$ cat src/rtl/duobin_pkg.sv
package duobin_pkg;
  typedef enum logic {
    SLICE_TRI = 1'b0,
    SLICE_BIN = 1'b1
  } slice_mode_e;

  localparam int unsigned LEVELS_TRI = 3;
  localparam int unsigned LEVELS_BIN = 2;
endpackage

$ cat src/rtl/duobin_decide.sv
module duobin_decide #(
  parameter int SAMPLE_W = 8
) (
  input  logic                       mode_binary,
  input  logic signed [SAMPLE_W-1:0] sample,
  input  logic signed [SAMPLE_W-1:0] thr_lo,
  input  logic signed [SAMPLE_W-1:0] thr_hi,
  input  logic signed [SAMPLE_W-1:0] thr_mid,
  output logic                       bit_tri,
  output logic                       bit_bin,
  output logic                       decision
);
  import duobin_pkg::*;

  // Middle band is open on both sides: equal to a threshold is outside.
  function automatic logic in_mid_band(
    input logic signed [SAMPLE_W-1:0] s,
    input logic signed [SAMPLE_W-1:0] lo,
    input logic signed [SAMPLE_W-1:0] hi
  );
    return (s > lo) && (s < hi);
  endfunction

  function automatic logic above_mid(
    input logic signed [SAMPLE_W-1:0] s,
    input logic signed [SAMPLE_W-1:0] mid
  );
    return s > mid;
  endfunction

  slice_mode_e mode_sel;

  always_comb begin
    mode_sel = slice_mode_e'(mode_binary);
    bit_tri  = in_mid_band(sample, thr_lo, thr_hi);
    bit_bin  = above_mid(sample, thr_mid);
    case (mode_sel)
      SLICE_BIN: decision = bit_bin;
      default:   decision = bit_tri;
    endcase
  end
endmodule

$ cat src/rtl/duobin_out_stage.sv
module duobin_out_stage (
  input  logic clk,
  input  logic rst_n,
  input  logic in_valid,
  input  logic in_bit,
  output logic q_valid,
  output logic q_bit
);
  always_ff @(posedge clk) begin
    if (!rst_n) begin
      q_valid <= 1'b0;
      q_bit   <= 1'b0;
    end else begin
      q_valid <= in_valid;
      if (in_valid) q_bit <= in_bit;
    end
  end
endmodule

$ cat src/rtl/duobin_err_cnt.sv
module duobin_err_cnt #(
  parameter int ERR_W = 16
) (
  input  logic             clk,
  input  logic             rst_n,
  input  logic             clr,
  input  logic             inc,
  output logic [ERR_W-1:0] count
);
  localparam logic [ERR_W-1:0] CNT_MAX = {ERR_W{1'b1}};

  function automatic logic [ERR_W-1:0] sat_step(input logic [ERR_W-1:0] c);
    return (c == CNT_MAX) ? c : c + 1'b1;
  endfunction

  always_ff @(posedge clk) begin
    if (!rst_n)      count <= '0;
    else if (clr)    count <= '0;
    else if (inc)    count <= sat_step(count);
  end
endmodule

$ cat src/rtl/duobin_slicer.sv
module duobin_slicer #(
  parameter int SAMPLE_W = 8,
  parameter int ERR_W    = 16
) (
  input  logic                       clk,
  input  logic                       rst_n,
  input  logic                       smp_valid,
  input  logic signed [SAMPLE_W-1:0] smp_data,
  input  logic                       mode_binary,
  input  logic signed [SAMPLE_W-1:0] thr_lo,
  input  logic signed [SAMPLE_W-1:0] thr_hi,
  input  logic signed [SAMPLE_W-1:0] thr_mid,
  input  logic                       ref_en,
  input  logic                       ref_bit,
  input  logic                       err_clear,
  output logic                       out_valid,
  output logic                       out_bit,
  output logic [ERR_W-1:0]           err_count
);
  // Named internal events, used by the bound checker.
  logic dec_tri;
  logic dec_bin;
  logic dec_bit;
  logic mismatch_evt;
  logic err_inc;

  duobin_decide #(.SAMPLE_W(SAMPLE_W)) u_decide (
    .mode_binary (mode_binary),
    .sample      (smp_data),
    .thr_lo      (thr_lo),
    .thr_hi      (thr_hi),
    .thr_mid     (thr_mid),
    .bit_tri     (dec_tri),
    .bit_bin     (dec_bin),
    .decision    (dec_bit)
  );

  assign mismatch_evt = dec_bit ^ ref_bit;
  assign err_inc      = smp_valid & ref_en & mismatch_evt;

  duobin_out_stage u_out (
    .clk      (clk),
    .rst_n    (rst_n),
    .in_valid (smp_valid),
    .in_bit   (dec_bit),
    .q_valid  (out_valid),
    .q_bit    (out_bit)
  );

  duobin_err_cnt #(.ERR_W(ERR_W)) u_err (
    .clk   (clk),
    .rst_n (rst_n),
    .clr   (err_clear),
    .inc   (err_inc),
    .count (err_count)
  );
endmodule

$ cat config.mk
export PLATFORM = sky130hd
export DESIGN_NAME = duobin_slicer
export DESIGN_NICKNAME = d
export VERILOG_FILES = /design/src/rtl/duobin_pkg.sv /design/src/rtl/duobin_decide.sv /design/src/rtl/duobin_out_stage.sv /design/src/rtl/duobin_err_cnt.sv /design/src/rtl/duobin_slicer.sv
export SDC_FILE = /design/constraint.sdc
export NUM_CORES = 1
export LEC_CHECK = 0
export BUFFER_PORTS_ARGS = -buffer_cell sky130_fd_sc_hd__buf_2
export CAP_MARGIN = 20
export CORE_MARGIN = 5
export CORE_UTILIZATION = 52
export CTS_CLUSTER_SIZE = 8
export DETAILED_ROUTE_END_ITERATION = 10
export GPL_TIMING_DRIVEN = 0
export MAX_ROUTING_LAYER = met4
export PLACE_DENSITY = 0.81
export SLEW_MARGIN = 0
export SYNTH_ARGS = -nofsm -noshare
export SYNTH_HDL_FRONTEND = slang
export SYNTH_SLANG_ARGS = --single-unit
$ cat constraint.sdc
create_clock -name clk -period 3.5 [get_ports clk]
set_input_delay 0.7 -clock clk [delete_from_list [all_inputs] [get_ports clk]]
set_output_delay 0.7 -clock clk [all_outputs]
set_load 0.02 [all_outputs]
## Word-level counts from Yosys, hierarchy flattened

Cells that the tools add are included.

| operators by class | value |
|---|---|
| bitwise operators | 5 |
| reductions and logical operators | 3 |
| $add $sub $neg | 1 |
| magnitude comparators | 3 |
| eq/ne operators | 1 |
| muxes and demuxes | 1 |

Operators with widths:

| cell | count |
|---|---|
| adder 16 x 1 -> 16 bit (second input constant) | 1 |
| == test 16 bit (second input constant) | 1 |
| > comparator 8 bit | 2 |
| less-than comparator 8 bit | 1 |
| AND 1 bit | 2 |
| inverter 1 bit | 2 |
| AND reduction 2 bit | 1 |
| OR reduction 2 bit | 1 |
| logical AND 1 bit | 1 |
| two-way mux 1 bit | 1 |
| XOR 1 bit | 1 |

| storage, ports and cells | value |
|---|---|
| input port bits | 39 |
| logic and storage cells | 17 |
| output and inout bits | 18 |
| bits in registers | 18 |

## Depth between registers and ports, before layout

| logic depth | value |
|---|---|
| word-level depth | 6 |
| mapped depth | 10 |

## Hierarchy

Synthesis repeated with hierarchy kept, for this count alone.

| second synthesis, totals | value |
|---|---|
| cell total of the unflattened synthesis | 189 |
| area total of the unflattened synthesis | 1557.7 sq um |

Modules (own cells, without submodules):

| module | cells an instance | seq. area each (sq um) | instances | area an instance (sq um) |
|---|---|---|---|---|
| duobin_err_cnt | 96 | 320.3 | 1 | 840.8 |
| duobin_decide | 86 | 0.0 | 1 | 638.1 |
| duobin_out_stage | 5 | 40.0 | 1 | 63.8 |
| duobin_slicer | 2 | 0.0 | 1 | 15.0 |

## Worst setup path after synthesis

Ideal clock, no wire load.

| timing | value |
|---|---|
| path type | in2reg |
| start point | in thr_lo[7] |
| end point | reg u_err.count[5] |
| setup time | 67 ps |
| path slack | 661 ps |
| data arrival time | 2772 ps |
| stages on the path | 10 |
| path through | inv_1 ha_1 inv_1 or3_1 a221o_1 and3_1 buf_6 or4_4 a211o_1 o21ai_2 |

| on the way | value |
|---|---|
| word-level cells in the longest chain between the ends | 6 |

Ends and longest elaborated chain:

| element | line | text |
|---|---|---|
| start: declaration | duobin_slicer.sv:10 | `input logic signed [SAMPLE_W-1:0] thr_lo,` |
| > comparator 8 bit | duobin_decide.sv:21 | `return (s > lo) && (s < hi);` |
| logical AND 1 bit | duobin_decide.sv:21 |  |
| two-way mux 1 bit | duobin_decide.sv:37 | `case (mode_sel)` |
| XOR 1 bit | duobin_slicer.sv:38 | `assign mismatch_evt = dec_bit ^ ref_bit;` |
| AND 1 bit | duobin_slicer.sv:39 | `assign err_inc = smp_valid & ref_en & mismatch_evt;` |
| AND reduction 2 bit (no line) | -- |  |
| end signal: assignment | duobin_err_cnt.sv:19 | `else if (inc) count <= sat_step(count);` |
| end: declaration | duobin_err_cnt.sv:8 | `output logic [ERR_W-1:0] count` |

No other way between the ends.
A chain may end at the register's enable or synchronous reset.

## Worst setup path in the final report

| timing | value |
|---|---|
| start point | in smp_data[7] |
| end point | reg u_err.count[12] |

| on the way | value |
|---|---|
| word-level cells in the longest chain between the ends | 6 |
| elaborated cells between the ends (all ways) | 8 |

Ends and longest elaborated chain:

| element | line | text |
|---|---|---|
| start: declaration | duobin_slicer.sv:8 | `input logic signed [SAMPLE_W-1:0] smp_data,` |
| > comparator 8 bit or less-than comparator 8 bit (tied branches) | duobin_decide.sv:21 |  |
| logical AND 1 bit | duobin_decide.sv:21 |  |
| two-way mux 1 bit (*) | duobin_decide.sv:37 |  |
| XOR 1 bit (*) | duobin_slicer.sv:38 |  |
| AND 1 bit (*) | duobin_slicer.sv:39 |  |
| AND reduction 2 bit (no line) (*) | -- |  |

Every way passes the cells marked *; elsewhere a longest branch is shown, timed or not.

==> impl_metrics.toml <==
[run_status]
status = "complete, no violations"

[grt]
grt-ovfl-total = 0
grt_use_total = 0.202
grt_pass1_wl_um = 8010
grt_pass1_vias = 1880
grt_max_degree = 11
antenna_found_initial = 0

[setup_path]
endpoint_kind = "register"
rrSetupSlack_ps = 1110
slowest_stage = "a2111oi_0"
worstPathCellList = "buf_2 -> ha_1 -> nor3b_1 -> o32ai_1 -> a311oi_1 -> nand3_1 -> a2111oi_0 -> o211ai_1 -> nor3b_1"
critical-path-top-delay-family = "compound AO/OA/AOI/OAI gates"
path_class = "in2reg"
startpoint = "smp_data[7]"
arrival_ps = 3110
required_ps = 3680
critPathMaxStageDelay_ps = 630
worst_setup_path_start_kind = "primary input"
path_buf_inv = 1
crit_top_cell = "nor3b_1"
timing.rr.start = "u_err.count[6]"
critPathMaxFanout = 10

[sta]
rsz0062_at_grt = "no"
finalHoldViolations = 0
max_freq_ghz = 0.342
finalCriticalPeriod_ps = 2920
setup_tns_ps = 0
fin_worst_skew_ps = 3.09
worstMarginPinSlew_ps = 746
period_share = 0.835
maxSlewHeadroom = 0.502
setup_viol = 0
drv_slew = 0

[detailed_routing]
drt-initial-drc-count = 118
drt_wl_total_um = 4800
wl_per_cell_um = 13.5
vias = 2027
drc = 0
vias_per_cell = 5.73
ant_nets = 0
dr.pass1.iters = 4

[cells_and_area]
area_growth_pct = 20.0
final_common_cell = "buf_2"
final-instance-count-excl-fill = 354
final_cell_mix = "buf_2, nand2_1, inv_1"
final_net_count = 372
drive_above_1_share = 0.221
num-fill-cells = 328
diodes = 0

[floorplanning]
die_x_um = 69.6
dieArea_um2 = 4850
initial_core_util = 0.546
fp-row-count = 21
core_area_um2 = 3390
ios = 57
die_y_um = 69.6

[synthesis]
synth_top_area_cell = "dfxtp_1"
syn_area_per_cell_um2 = 7.43
synth_top_area_share = 0.195
netlist_area_um2 = 1850
ys_ff_latch = 18
synthArstFlopShare = 0
synth-warning-count = 0
synth.distinct_cells = 49
yosys-top-cells-area = "dfxtp_1, ha_1, nand2_1"
synth_edf_count = 0
synth_flop_cell = "dfxtp_1"
synth.net_count = 312
synthCells = 249
seq_area_frac_synth = 0.195

[power_and_ir_drop]
combPwrFrac = 0.288
power_density_nw_per_um2 = 217
irDropWorstVdd_uv = 104
pwr-share-seq = 0.432
intPower_uw = 328
swShare = 0.319
p_leak_uw = 0.00109
clkPwrFrac = 0.281
switchingPower_uw = 154

[cts]
htree_num_levels = 1
ctsHoldBuffers = 0
path_clk_slew_ps = 110
cts_buffer_depth = 2
cts-resized-gates = 0
cts-root-buf = "clkbuf_4"
post-cts-setup-buffer-count = 0
cts_sinks = 18
cts_made_buffers = 3
cts_tree = "yes"
clock_latency_ps = 300

[placement]
dp_cells = 350
port_buffers = 55
gp_congestion = 0.929
hpwl_um = 3870

[run]
maxCapViolations = 0

[worst_hold_path]
hp-start = "u_err.count[10]"
min_path_type = "reg2reg"
==> area by class of cell <==
class                   count  area [um^2]  area share
inverters                  30          113      0.0508
multi-input cells         192         1330       0.601
plain buffers               9         43.8      0.0197
repair buffers             55          275       0.124
well taps                  46         57.6      0.0259
flip-flops and latches     18          360       0.162
clock buffers               4         36.3      0.0164
==> worst paths after layout <==
| kind | endpoint | depth (start not counted) |
|---|---|---|
| worst max-delay path | u_err.count[12] | 9 |
| worst min-delay path | u_err.count[10] | 2 |
| worst max register to register | u_err.count[6] | 8 |
| worst min register to register | u_err.count[10] | 2 |
==> power by group through the flow <==
stage / clock network, uW / logic, uW / registers (uW)
2_1_floorplan: 0 / 85.0 / 215
3_3_place_gp: 0 / 133 / 213
3_5_place_dp: 0 / 138 / 213
4_1_cts: 140 / 139 / 208
5_1_grt: 148 / 158 / 209
6_report: 135 / 139 / 208
==> stage by stage <==
stage	hold WS [ps]	area, um^2	setup slack (ps)	utilization	total power, uW
2_1_floorplan	548	1850	661	-	300
3_3_place_gp	465	2180	356	0.644	346
3_5_place_dp	474	2180	280	0.644	351
4_1_cts	491	2220	619	0.654	486
5_1_grt	504	2220	244	0.654	514
6_report	497	2220	576	0.654	482
==> registers in the layout, indices dropped and copies added (netlist names) <==
register	cells
u_err.count	16
u_out.q_valid	1
u_out.q_bit	1
==> cell usage after synthesis (2+ instances only) <==
cell type and count:
o21ai_1 8, o21ai_0 3, nor3b_1 2, a2111oi_0 2, o31ai_1 5, inv_1 29, nor4_1 8, or3_1 3
nand2_1 30, clkbuf_1 5, nor2b_1 3, or4_1 2, a21o_1 4, a21oi_1 10, nand4_1 7, nand3_1 13
dfxtp_1 18, and3_1 3, mux2i_1 9, o211ai_1 5, ha_1 24, nor2_1 12, o2111ai_1 2, and4_1 2
buf_2 2, nor3_1 8, nand2b_1 6, a211o_1 3
==> worst reg2reg max path: cells and delay by family, from the launching register on <==
family / cells / cell delay (ps)
buffers and inverters: 2 / 460
DFF: 1 / 470
AOI/OAI and AO/OA: 3 / 400
and+or+nand+nor: 3 / 950
==> routing by layer <==
layer  track usage  vias to the layer above  routed length, um
met1         0.251                      895               2120
met5             -                        -                  0
met4        0.0681                        0                114
li1              -                     1039                  -
met2         0.334                       78               2170
met3        0.0304                       15                388
==> cells by family after synthesis <==
| group | count (synthesis) | synth area share |
|---|---|---|
| simple gates | 107 | 0.313 |
| compound gates | 52 | 0.196 |
| buf+inv | 39 | 0.0846 |
| fa+ha+maj | 24 | 0.162 |
| flops | 18 | 0.195 |
| mux | 9 | 0.0487 |
(Power assumes the default switching activity.)
